## src/rtl/adc_cmp_pkg.sv

```systemverilog
package adc_cmp_pkg;
    typedef enum logic {
        COND_BELOW    = 1'b0,
        COND_AT_ABOVE = 1'b1
    } cmp_cond_e;
endpackage

```

## src/rtl/adc_cmp_eval.sv

```systemverilog
module adc_cmp_eval
    import adc_cmp_pkg::*;
#(
    parameter int RES_W = 12,
    parameter int SEL_W = 5
) (
    input  logic             res_valid,
    input  logic [SEL_W-1:0] res_mod,
    input  logic [RES_W-1:0] res_data,
    input  logic             en,
    input  logic [SEL_W-1:0] sel,
    input  logic [RES_W-1:0] thr,
    input  logic             ge_mode,
    output logic             take,
    output logic             cond,
    output logic             at_or_above
);
    always_comb begin
        take        = res_valid && en && (res_mod == sel);
        at_or_above = (res_data >= thr);
        if (cmp_cond_e'(ge_mode) == COND_AT_ABOVE) cond = at_or_above;
        else                                       cond = !at_or_above;
    end
endmodule

```

## src/rtl/adc_cmp_track.sv

```systemverilog
module adc_cmp_track #(
    parameter int CNT_W = 4
) (
    input  logic             clk,
    input  logic             rst_n,
    input  logic             take,
    input  logic             hit,
    input  logic             at_or_above,
    input  logic [CNT_W-1:0] lim,
    input  logic             clr,
    output logic             flag,
    output logic             status
);
    typedef struct packed {
        logic [CNT_W-1:0] cnt;
        logic             flag;
        logic             stat;
    } track_t;

    track_t st_d, st_q;
    logic   fire;

    always_comb begin
        st_d = st_q;
        fire = take && hit && (st_q.cnt >= lim);
        if (take) begin
            st_d.stat = at_or_above;
            if (!hit || fire) st_d.cnt = '0;
            else              st_d.cnt = st_q.cnt + 1'b1;
        end
        if (fire)     st_d.flag = 1'b1;
        else if (clr) st_d.flag = 1'b0;
    end

    always_ff @(posedge clk) begin
        if (!rst_n) st_q <= '0;
        else        st_q <= st_d;
    end

    assign flag   = st_q.flag;
    assign status = st_q.stat;


    flag_rise_cause_chk: assert property (@(posedge clk) disable iff (!rst_n)
        $rose(st_q.flag) |-> $past(take && hit));


    miss_restart_chk: assert property (@(posedge clk) disable iff (!rst_n)
        (take && !hit) |=> (st_q.cnt == '0));


    clear_effect_chk: assert property (@(posedge clk) disable iff (!rst_n)
        (clr && !(take && hit)) |=> !st_q.flag);


    status_hold_chk: assert property (@(posedge clk) disable iff (!rst_n)
        !take |=> $stable(st_q.stat));
endmodule

```

## src/rtl/adc_result_monitor.sv

```systemverilog
module adc_result_monitor #(
    parameter int N_UNITS = 4,
    parameter int RES_W   = 12,
    parameter int SEL_W   = 5,
    parameter int CNT_W   = 4
) (
    input  logic                     clk,
    input  logic                     rst_n,
    input  logic                     res_valid,
    input  logic [SEL_W-1:0]         res_mod,
    input  logic [RES_W-1:0]         res_data,
    input  logic [N_UNITS-1:0]       cfg_en,
    input  logic [N_UNITS-1:0]       cfg_ie,
    input  logic [N_UNITS-1:0]       cfg_ge,
    input  logic [N_UNITS/2-1:0]     cfg_pair,
    input  logic [N_UNITS*SEL_W-1:0] cfg_sel,
    input  logic [N_UNITS*CNT_W-1:0] cfg_cnt,
    input  logic [N_UNITS*RES_W-1:0] cfg_thr,
    input  logic [N_UNITS-1:0]       flag_clr,
    output logic [N_UNITS-1:0]       flag,
    output logic [N_UNITS-1:0]       cmp_out,
    output logic                     irq
);
    localparam int N_PAIRS = N_UNITS / 2;

    logic [N_UNITS-1:0] take;
    logic [N_UNITS-1:0] cond;
    logic [N_UNITS-1:0] above;
    logic [N_UNITS-1:0] hit;

    for (genvar i = 0; i < N_UNITS; i++) begin : g_unit
        adc_cmp_eval #(
            .RES_W (RES_W),
            .SEL_W (SEL_W)
        ) u_eval (
            .res_valid   (res_valid),
            .res_mod     (res_mod),
            .res_data    (res_data),
            .en          (cfg_en[i]),
            .sel         (cfg_sel[i*SEL_W +: SEL_W]),
            .thr         (cfg_thr[i*RES_W +: RES_W]),
            .ge_mode     (cfg_ge[i]),
            .take        (take[i]),
            .cond        (cond[i]),
            .at_or_above (above[i])
        );

        if ((i % 2 == 0) && (i / 2 < N_PAIRS)) begin : g_pair
            assign hit[i] = cfg_pair[i/2] ? (cond[i] && cond[i+1]) : cond[i];
        end else begin : g_solo
            assign hit[i] = cond[i];
        end

        adc_cmp_track #(
            .CNT_W (CNT_W)
        ) u_track (
            .clk         (clk),
            .rst_n       (rst_n),
            .take        (take[i]),
            .hit         (hit[i]),
            .at_or_above (above[i]),
            .lim         (cfg_cnt[i*CNT_W +: CNT_W]),
            .clr         (flag_clr[i]),
            .flag        (flag[i]),
            .status      (cmp_out[i])
        );
    end

    assign irq = |(flag & cfg_ie);


    irq_masked_chk: assert property (@(posedge clk) disable iff (!rst_n)
        (cfg_ie == '0) |-> !irq);
endmodule

```

## config.mk

```make
export PLATFORM = sky130hd
export DESIGN_NAME = adc_result_monitor
export DESIGN_NICKNAME = d
export VERILOG_FILES = /design/src/rtl/adc_cmp_pkg.sv /design/src/rtl/adc_cmp_eval.sv /design/src/rtl/adc_cmp_track.sv /design/src/rtl/adc_result_monitor.sv
export SDC_FILE = /design/constraint.sdc
export NUM_CORES = 1
export LEC_CHECK = 0
export ABC_AREA = 1
export BUFFER_PORTS_ARGS = -buffer_cell sky130_fd_sc_hd__buf_2
export CORE_MARGIN = 5
export CORE_UTILIZATION = 40
export DETAILED_ROUTE_END_ITERATION = 6
export PLACE_DENSITY = 0.67
export RECOVER_POWER = 25
export SYNTH_ARGS = -nofsm -noshare
export SYNTH_HDL_FRONTEND = slang
export SYNTH_HIERARCHICAL = 1
export SYNTH_SLANG_ARGS = --single-unit
```

## constraint.sdc

```tcl
create_clock -name clk -period 3.61 [get_ports clk]
set_clock_uncertainty 0.15 [all_clocks]
set_input_delay 0.361 -clock clk [delete_from_list [all_inputs] [get_ports clk]]
set_output_delay 0.361 -clock clk [all_outputs]
set_load 0.01 [all_outputs]
```

### Yosys cells after proc, flatten, opt, wreduce, memory -nomap -nowiden

Index checks and enable logic that the tools add are counted.
W data, S select, Z words.

* add/subtract/negate cells: 4
* $lt $le $gt $ge: 8
* equality and inequality tests: 4
* multiplexer cells: 18
* bitwise operators: 1
* reductions and logical operators: 35

Operators with widths (count)
* $ge A12 B12 Y1: 4
* $eq A5 B5 Y1: 4
* $logic_and A1 B1 Y1: 18
* $add A4 B1 Y4 const B: 4
* $ge A4 B4 Y1: 4
* $mux W4: 4
* $mux W1: 14
* $logic_not A1 Y1: 8
* $reduce_bool A2 Y1: 4
* $and A4 B4 Y4: 1
* $logic_or A1 B1 Y1: 4
* $reduce_or A4 Y1: 1

* flip-flop bits (word level): 24
* input bits: 122
* output and inout port bits: 9
* word-level logic and storage cells: 82

### Depth between registers and ports, before layout

Gate-level depths: netlist of run 1.

* depth in word-level cells: 9
* mapped depth: 17
* gate-level depth less buffers: 17

### Modules after synthesis

Netlist of run 1, hierarchy kept.

Modules (own cells, without submodules)
* adc_cmp_eval: instances 4, cells an instance 78, area each 429.2 um^2, seq. area each 0.0 um^2
* adc_cmp_track: instances 4, cells an instance 54, area each 410.4 um^2, seq. area each 120.1 um^2
* adc_result_monitor: instances 1, cells an instance 13, area each 56.3 um^2, seq. area each 0.0 um^2

### Worst setup path before layout of run 1

OpenSTA, ideal clock, no wires.

* path type: input -> register
* start: input port cfg_thr[23]
* end: register g_unit[0].u_track/st_q[3] (netlist bit)
* setup time: 70 ps
* arrival: 1839 ps
* required time: 3390 ps
* setup slack: 1552 ps
* stages on the path: 16
* path buffers: 0
* path through: inv_1 -> ha_1 -> nand2_1 -> nor2_2 -> nand2_2 -> nor2_2 -> nand2_1 -> nand2_2 -> nand2_1 -> nand2_1 -> inv_1 -> a21boi_1 -> nand2_2 -> inv_2 -> nand4_1 -> a21oi_1

* word-level cells in the longest chain between the ends: 9
* elaborated cells between the ends (all ways): 10
* those cells by class: order compare (1); mux (3); reduce/logical (6)

RTL lines
* from (decl): RTL line adc_result_monitor.sv:18 `input logic [N_UNITS*RES_W-1:0] cfg_thr,`
* $ge A12 B12 Y1 (*): RTL line adc_cmp_eval.sv:20 `at_or_above = (res_data >= thr);`
* via above[1]: RTL line adc_result_monitor.sv:28 `logic [N_UNITS-1:0] above;`
* $logic_not A1 Y1: RTL line adc_cmp_eval.sv:22 `else cond = !at_or_above;`
* $mux W1 (*): RTL line adc_cmp_eval.sv:21 `if (cmp_cond_e'(ge_mode) == COND_AT_ABOVE) cond = at_or_above;`
* via cond[1]: RTL line adc_result_monitor.sv:27 `logic [N_UNITS-1:0] cond;`
* $logic_and A1 B1 Y1 (*): RTL line adc_result_monitor.sv:49 `assign hit[i] = cfg_pair[i/2] ? (cond[i] && cond[i+1]) : cond[i];`
* $mux W1 (*): RTL line adc_result_monitor.sv:49
* via hit[0]: RTL line adc_result_monitor.sv:29 `logic [N_UNITS-1:0] hit;`
* $logic_and A1 B1 Y1 (2 in a row): RTL line adc_cmp_track.sv:25 `fire = take && hit && (st_q.cnt >= lim);`
* $logic_or A1 B1 Y1 (*): RTL line adc_cmp_track.sv:28 `if (!hit || fire) st_d.cnt = '0;`
* $mux W4 (*): RTL line adc_cmp_track.sv:28
* to (signal assigned): RTL line adc_cmp_track.sv:37 `else st_q <= st_d;`
* to (decl): RTL line adc_cmp_track.sv:20 `track_t st_d, st_q;`

Mark *: on every way through the listed nets, which the timed path passes. The rest lies on a longest branch.
A chain may end at the register's enable or synchronous reset.

### Final worst setup path of run 1

* start: input port res_data[11]
* end: register g_unit[0].u_track/st_q[3] (netlist bit)

* word-level cells in the longest chain between the ends: 9
* elaborated cells between the ends (all ways): 13
* those cells by class: order compare (2); mux (4); reduce/logical (7)

RTL lines
* from (decl): RTL line adc_result_monitor.sv:11 `input logic [RES_W-1:0] res_data,`
* $ge A12 B12 Y1 (*): RTL line adc_cmp_eval.sv:20
* via above[1]: RTL line adc_result_monitor.sv:28
* $logic_not A1 Y1: RTL line adc_cmp_eval.sv:22
* $mux W1 (*): RTL line adc_cmp_eval.sv:21
* via cond[1]: RTL line adc_result_monitor.sv:27
* $logic_and A1 B1 Y1 (*): RTL line adc_result_monitor.sv:49
* $mux W1 (*): RTL line adc_result_monitor.sv:49
* via hit[0]: RTL line adc_result_monitor.sv:29
* $logic_and A1 B1 Y1 (2 in a row): RTL line adc_cmp_track.sv:25
* $logic_or A1 B1 Y1 (*): RTL line adc_cmp_track.sv:28
* $mux W4 (*): RTL line adc_cmp_track.sv:28

Marked as above.

==> impl_results.md, run 1 <==
* Fin. Hold Viols at 0
* CTS Buffer Depth at 2
* Die Wd at 102.4 um
* Relative slew slack at 0.7906
* Clk slew on worst S/H paths at 0.08 ns
* Slew @ Worst Pin at 0.3141 ns
* Setup Crit Path Kind: in2reg
* DR WL/cell at 11.06 um
* FMAX at roughly 470 MHz
* Clk_lat worst skew at 0.26 ns
* H-tree levels at 1
* RSZ-0062 raised after global routing: no
* Vias at 3564
* Initial drt markers at 80
* Cell row count at 33
* Die ar. at 0.01048 mm2
* Die height at 102.4 um
* Drt pass-1 iters at 4
* DRC viols at 0
* CP bufs+invs at 3
* Endpoints failing setup at 0
* Post-synth top area share at 0.2492
* Pwr/cell area at 171.2 mW/mm2
* Gate Count Post-Synth at 541
* Required time of the worst setup path at 3.66 ns
* Lkg Pwr at 2.632 nW
* Seq/Total Area, Yosys at 0.1407
* Dpl hpwl at just under 8000 um
* Reg2reg end: g_unit[0].u_track/st_q[4]
* Tot GR Track Use at 0.1599
* Crit-path max FO at 4
* HP Class: in2reg
* Reg-to-reg slack, setup at between 2 and 2.5 ns
* Synthesized area per cell at 6.312 um2
* Share of post-route cells with drive strength above 1 at 0.2685
* Post-CTS setup buffers at 0
* Post-route antenna net violation count at 0
* Register area at approximately 480 um2
* WL final at 8618 um
* Synthesis Warnings at 6
* GR Overflow Total at 0
* Worst vdd ir at 0.1420 mV
* Vias in the first global route at 3416
* CORE AREA at just over 0.008 mm2
* Area grow syn2layout at 23.38%
* Max Slew Vio Count at 0
* First-pass GRT wire length at 13790 um
* Yosys cell types at 24
* Gpl congestion at 0.8492
* Post-CTS resize count at 0
* Cell family with most CP delay: simple AND/OR/NAND/NOR gates
* CP startpoint kind: primary input
* Cts-stage hold buffer count at 0
* Nets at between 800 and 900
* Mapped Nets at 731
* # fillers at approximately 900
* CTS tree: done
* Number of I/O pins at 131
* Worst path cell trace: buf_2 > ha_1 > nand2_1 > nor2_2 > nand2_2 > nor2_2 > nand2_1 > nand2_2 > nand2_1 > nand2_1 > inv_1 > a21boi_1 > nand2_2 > inv_2 > nand4_1 > a21oi_1
* Critical path endpoint category: flop
* CP endpoint: g_unit[0].u_track/st_q[3]
* Vias per cell at roughly 4.6
* Initial Util at 0.4135
* # clock sinks at 24
* Setup tns final at 0 ns
* Total design power at 721.1 uW
* Clock root cell: clkbuf_8
* Slowest-stage cell, CP: ha_1
* Cells on worst reg2reg path at 9
* WP data arrival at 2.19 ns
* Area of the multi-input gates at 0.002349 mm2
* Crit path launch: res_data[11]
* Minimum clock period at ~2.1 ns
* Fin crit share at 0.5916
* Worst r2r src: g_unit[0].u_track/st_q[2]
* Initial antenna violation count at 0
* Status: completed
* CP max stage delay at 0.30 ns
* PortBufs at 130
* Most used cell along the critical path: nand2_1
* Most area-hungry cell type in the Yosys netlist: ha_1
* Number of diodes at 0
* Synth top area cells: ha_1 25%, inv_1 15%, nand2_1 15%, dfxtp_1 14%, a21oi_1 5.3%
* Stages on the worst setup path at 16
* Max cap viols at 0
* Largest net degree at the start of global routing at 17
* Mapped cell area at 0.003415 mm2
* Synth Register Bits at 24
* CTS Buf Count at 3
[Yosys cell counts]
master / n
nand2_1: 135
nand2_4: 4
clkinv_1: 4
nor2_1: 20
dfxtp_1: 24
ha_1: 68
inv_1: 136
nor3_1: 4
a21boi_1: 2
buf_6: 4
nor2_4: 4
nand4_1: 4
nand3_2: 4
nand2_2: 16
nor2_2: 8
nand3b_1: 4
o21ai_0: 12
xor2_1: 4
o21ai_1: 4
o22ai_1: 4
a21oi_2: 12
a21oi_1: 36
inv_2: 4
nand3_1: 24
[metal layers]
layer,up-vias,share of wire,global-route usage
met5,-,0,0
met4,0,0.0095,0.02523
met3,10,0.051,0.02867
met2,73,0.53,0.3168
met1,1543,0.41,0.1782
li1,1938,-,-
[layout make-up]
cell class,count,area share
inverter,144,0.1283
tap,105,0.03119
timing repair buffer,134,0.1592
multi-input combinational,369,0.5575
clock buffer,3,0.009801
sequential,24,0.1140
[how the worst min path moves through the flow]
stage | cells after the start | slack [ns] | from | end
detailed placement | 2 | 0.33 | g_unit[3].u_track/flag | g_unit[3].u_track/flag
finish | 4 | 0.20 | flag_clr[3] | g_unit[3].u_track/flag
floorplan | 2 | 0.33 | g_unit[0].u_track/st_q[3] | g_unit[0].u_track/st_q[3]
global route | 4 | 0.19 | flag_clr[0] | g_unit[0].u_track/flag
CTS | 4 | 0.19 | flag_clr[0] | g_unit[0].u_track/flag
global placement | 2 | 0.32 | g_unit[2].u_track/flag | g_unit[2].u_track/flag
[state kept, by name, summed over array words and instances (netlist names)]
register / flops
g_unit.u_track/flag: 4
g_unit.u_track/status: 4
g_unit.u_track/st_q: 16
[logic make-up after synthesis]
family | share of synthesized area
buffers and inverters | 0.1715
xor gates and xnor gates | 0.01026
and+or+nand+nor | 0.3096
DFF | 0.1407
AOI/OAI and AO/OA | 0.1187
adders and majority gates | 0.2492
[through the flow]
step / hold slack (ns) / cell area, um2 / setup WS (ns) / util / cells
after global placement: 0.3216 / 4182 / 1.320 / 0.5064 / 776
after floorplan: 0.3264 / 3415 / 1.552 / - / 541
after detailed placement: 0.3333 / 4182 / 1.197 / 0.5064 / 776
after CTS: 0.1870 / 4223 / 1.485 / 0.5114 / 779
after global routing: 0.1897 / 4213 / 1.280 / 0.5102 / 779
final: 0.1997 / 4213 / 1.474 / 0.5102 / 779
[worst register-to-register path, cell delays in order (launching register included)]
cell     delay, ns
dfxtp_1       0.42
inv_1         0.09
ha_1          0.27
inv_1         0.06
nand2_1       0.04
nand2_1       0.05
nand2_1       0.05
nand2_2       0.09
nand3_2       0.10
a21oi_1       0.14
[power breakdown]
part	switching (mW)	internal, mW	leakage (nW)
combinational	0.166	0.134	2.42
sequential	0.000737	0.265	0.193
clock	0.0810	0.0745	0.0216
total	0.247	0.474	2.63
[layout by cell type (no fill, tap or decap), drive strengths merged]
master,count
nand2,155
inv,140
buf,126
ha,68
a21oi,48
nor2,32
nand3,28
dfxtp,24
o21ai,16
clkbuf,11
xor2,4
o22ai,4
nor3,4
clkinv,4
nand3b,4
nand4,4
a21boi,2
Note: power is estimated with default switching activity, not from simulation.
==> inputs of run 2 (changes only) <==
Settings changed: PLACE_DENSITY 0.67 to 0.7.
Clock period 3.61 ns to 1.85 ns, I/O delays scaled along.
==> run 2 against run 1 <==
Sequential power up 95%. Hold slack worse by 0.18 ns. First-iteration DRC count grew 18%. Cell count up 1.2%. Non-clock buffer count increased by 8. Register-to-register slack got worse by 1.8 ns.
==> impl_results.md, run 2 (synthesis gave the netlist of run 1 again) <==
* Status: completed (unchanged)
* Share of post-route cells with drive strength above 1 at 0.3441 (was 0.2685)
* Hold_sp: flag_clr[0] (was flag_clr[3])
* PortBufs at 130 (unchanged)
* Drt pass-1 iters at 4 (unchanged)
* Biggest register: g_unit.u_track/st_q (unchanged)
* Critical path endpoint category: flop (unchanged)
* Largest register FFs at 16 (unchanged)
* Most frequent cells in the layout: 134 x inv_1, 123 x nand2_1, 117 x buf_2, 49 x ha_1, 33 x a21oi_1 (was 136 x inv_1, 135 x nand2_1, 122 x buf_2, 68 x ha_1, 36 x a21oi_1)
* CORE AREA at 0.008258 mm2 (unchanged)
* Vias in the first global route at 3551 (was 3416)
* Fin crit share at 0.9458
* Clk_lat worst skew at 0.27 ns (was 0.26 ns)
* Fin. Hold Viols at 0 (unchanged)
* H-tree levels at 1 (unchanged)
* Reg2reg end: g_unit[0].u_track/flag (was g_unit[0].u_track/st_q[4])
* Final instance area at 0.004651 mm2 (was 0.004213 mm2)
* Lkg Pwr at 2.708 nW (was 2.632 nW)
* Post-route antenna net violation count at 0 (unchanged)
* First-pass GRT wire length at 14010 um (was 13790 um)
* Die Wd at 102.4 um (unchanged)
* Initial Util at 0.4135 (unchanged)
* Worst r2r src: g_unit[0].u_track/st_q[2] (unchanged)
* Clk slew on worst S/H paths at 0.09 ns (was 0.08 ns)
* Cell row count at 33 (unchanged)
* Vias per cell at 4.650 (was 4.575)
* # fillers at 791 (was 890)
* DR WL/cell at 11.81 um (was 11.06 um)
* Setup Crit Path Kind: in2reg (unchanged)
* WL final at 9305 um (was 8618 um)
* Max cap viols at 0 (unchanged)
* Relative slew slack at 0.7865 (was 0.7906)
* Tot GR Track Use at 0.1606 (was 0.1599)
* Largest net degree at the start of global routing at 17 (unchanged)
* Most common cell after layout, fill and taps aside: inv_1 (unchanged)
* HP Class: in2reg (unchanged)
* Clock root cell: clkbuf_8 (unchanged)
* Cells on worst reg2reg path at 10 (was 9)
* Die ar. at 0.01048 mm2 (unchanged)
* Minimum clock period at roughly 1.7 ns
* CP startpoint kind: primary input (unchanged)
* Final core utilization at 0.5632 (was 0.5102)
* GR Overflow Total at 0 (unchanged)
* Area grow syn2layout at 36.20% (was 23.38%)
* Gpl congestion at 0.8904 (was 0.8492)
* Worst vdd ir at 0.2125 mV (was 0.1420 mV)
* Required time of the worst setup path at 1.92 ns (was 3.66 ns)
* Cts-stage hold buffer count at 0 (unchanged)
* Number of diodes at 0 (unchanged)
* Hold Path Depth at 4 (unchanged)
* Nets at 874 (was 866)
* Crit-path max FO at 4 (unchanged)
* Dpl hpwl at 7580 um (was 7759 um)
* Setup tns final at 0 ns (unchanged)
* Dpl cell area at 0.004249 mm2 (was 0.004182 mm2)
* Pwr/cell area at 346.7 mW/mm2 (was 171.2 mW/mm2)
* FMAX at 571.5 MHz
* CTS Buf Count at 3 (unchanged)
* CTS tree: done (unchanged)
* Post-CTS setup buffers at 0 (unchanged)
* Max Slew Vio Count at 0 (unchanged)
* CTS Buffer Depth at 2 (unchanged)
* Die height at 102.4 um (unchanged)
* Vias at 3664 (was 3564)
* Reg-to-reg slack, setup at 0.32 ns (was 2.09 ns)
* Initial antenna violation count at 0 (unchanged)
* Endpoints failing setup at 0 (unchanged)
* # clock sinks at 24 (unchanged)
* Slew @ Worst Pin at 0.3203 ns (was 0.3141 ns)
* Number of I/O pins at 131 (unchanged)
* WP data arrival at 1.82 ns (was 2.19 ns)
* DRC viols at 0 (unchanged)
* Initial drt markers at 94 (was 80)
* Worst Hold End: g_unit[0].u_track/flag (was g_unit[3].u_track/flag)
-- run 2: changes by cell type in the layout (fill, tap and decap cells not counted), moves of 5 or more --
cell / previous run / this run
nand2_2: 16 / 27
nand2_1: 135 / 123
nor2_1: 20 / 14
buf_2: 122 / 117
ha_1: 68 / 49
ha_4: 0 / 19
buf_4: 4 / 14
-- run 2: cell type report --
class	instances	area (um2)	share of cell area
Clock buffer	4	55.05	0.01184
Inverter	144	540.5	0.1162
Multi-Input combinational cell	369	2685	0.5773
Sequential cell	24	480.5	0.1033
Tap cell	105	131.4	0.02825
Timing Repair Buffer	142	758.2	0.1630
-- run 2: worst max path at each step --
stage                       from                        end  depth (start not counted)  slack (ns)
finish               res_data[9]  g_unit[0].u_track/st_q[3]                         16        0.10
CTS                 res_data[11]  g_unit[2].u_track/st_q[3]                         16        0.07
floorplan            cfg_thr[23]  g_unit[0].u_track/st_q[3]                         16       0.009
global placement    res_data[11]  g_unit[2].u_track/st_q[3]                         15       -0.16
detailed placement  res_data[11]  g_unit[2].u_track/st_q[3]                         16       -0.21
global route         cfg_thr[23]  g_unit[0].u_track/st_q[3]                         17       -0.03
-- run 2: critical path, cell delays in order --
cell	delay, ns
buf_6	0.13
ha_4	0.26
nand2_1	0.08
nor2_4	0.12
nand2_2	0.06
nor2_1	0.13
nor2_2	0.07
nand2_2	0.06
nand2_1	0.05
nand2_2	0.07
inv_2	0.04
a21boi_4	0.15
nand2_2	0.07
inv_2	0.06
nand4_1	0.11
a21oi_2	0.14
-- run 2: what timing repair did --
action	CTS	global route
gates resized for setup	0	61
hold endpoints to repair	0	0
setup endpoints to repair	0	10
-- run 2: routing by layer --
metal | share of wire | GRT usage
met5 | 0 | 0
met4 | 0.016 | 0.03027
met3 | 0.045 | 0.02730
met2 | 0.52 | 0.3023
met1 | 0.42 | 0.1911
-- run 2: power breakdown --
group	total, mW	internal, mW	switching (mW)	leakage, nW
registers	0.519	0.518	0.00146	0.193
logic	0.734	0.350	0.384	2.49
clock network	0.358	0.190	0.169	0.0288
-- run 2: per-stage QoR --
step,power (mW),std cells,hold WS [ns],setup WS (ns)
floorplan,0.8854,541,0.1579,0.009128
global placement,1.133,784,0.2924,-0.1559
detailed placement,1.154,784,0.3041,-0.2077
CTS,1.517,788,0.01345,0.06892
global route,1.763,788,0.04523,-0.03166
finish,1.612,788,0.01886,0.1002
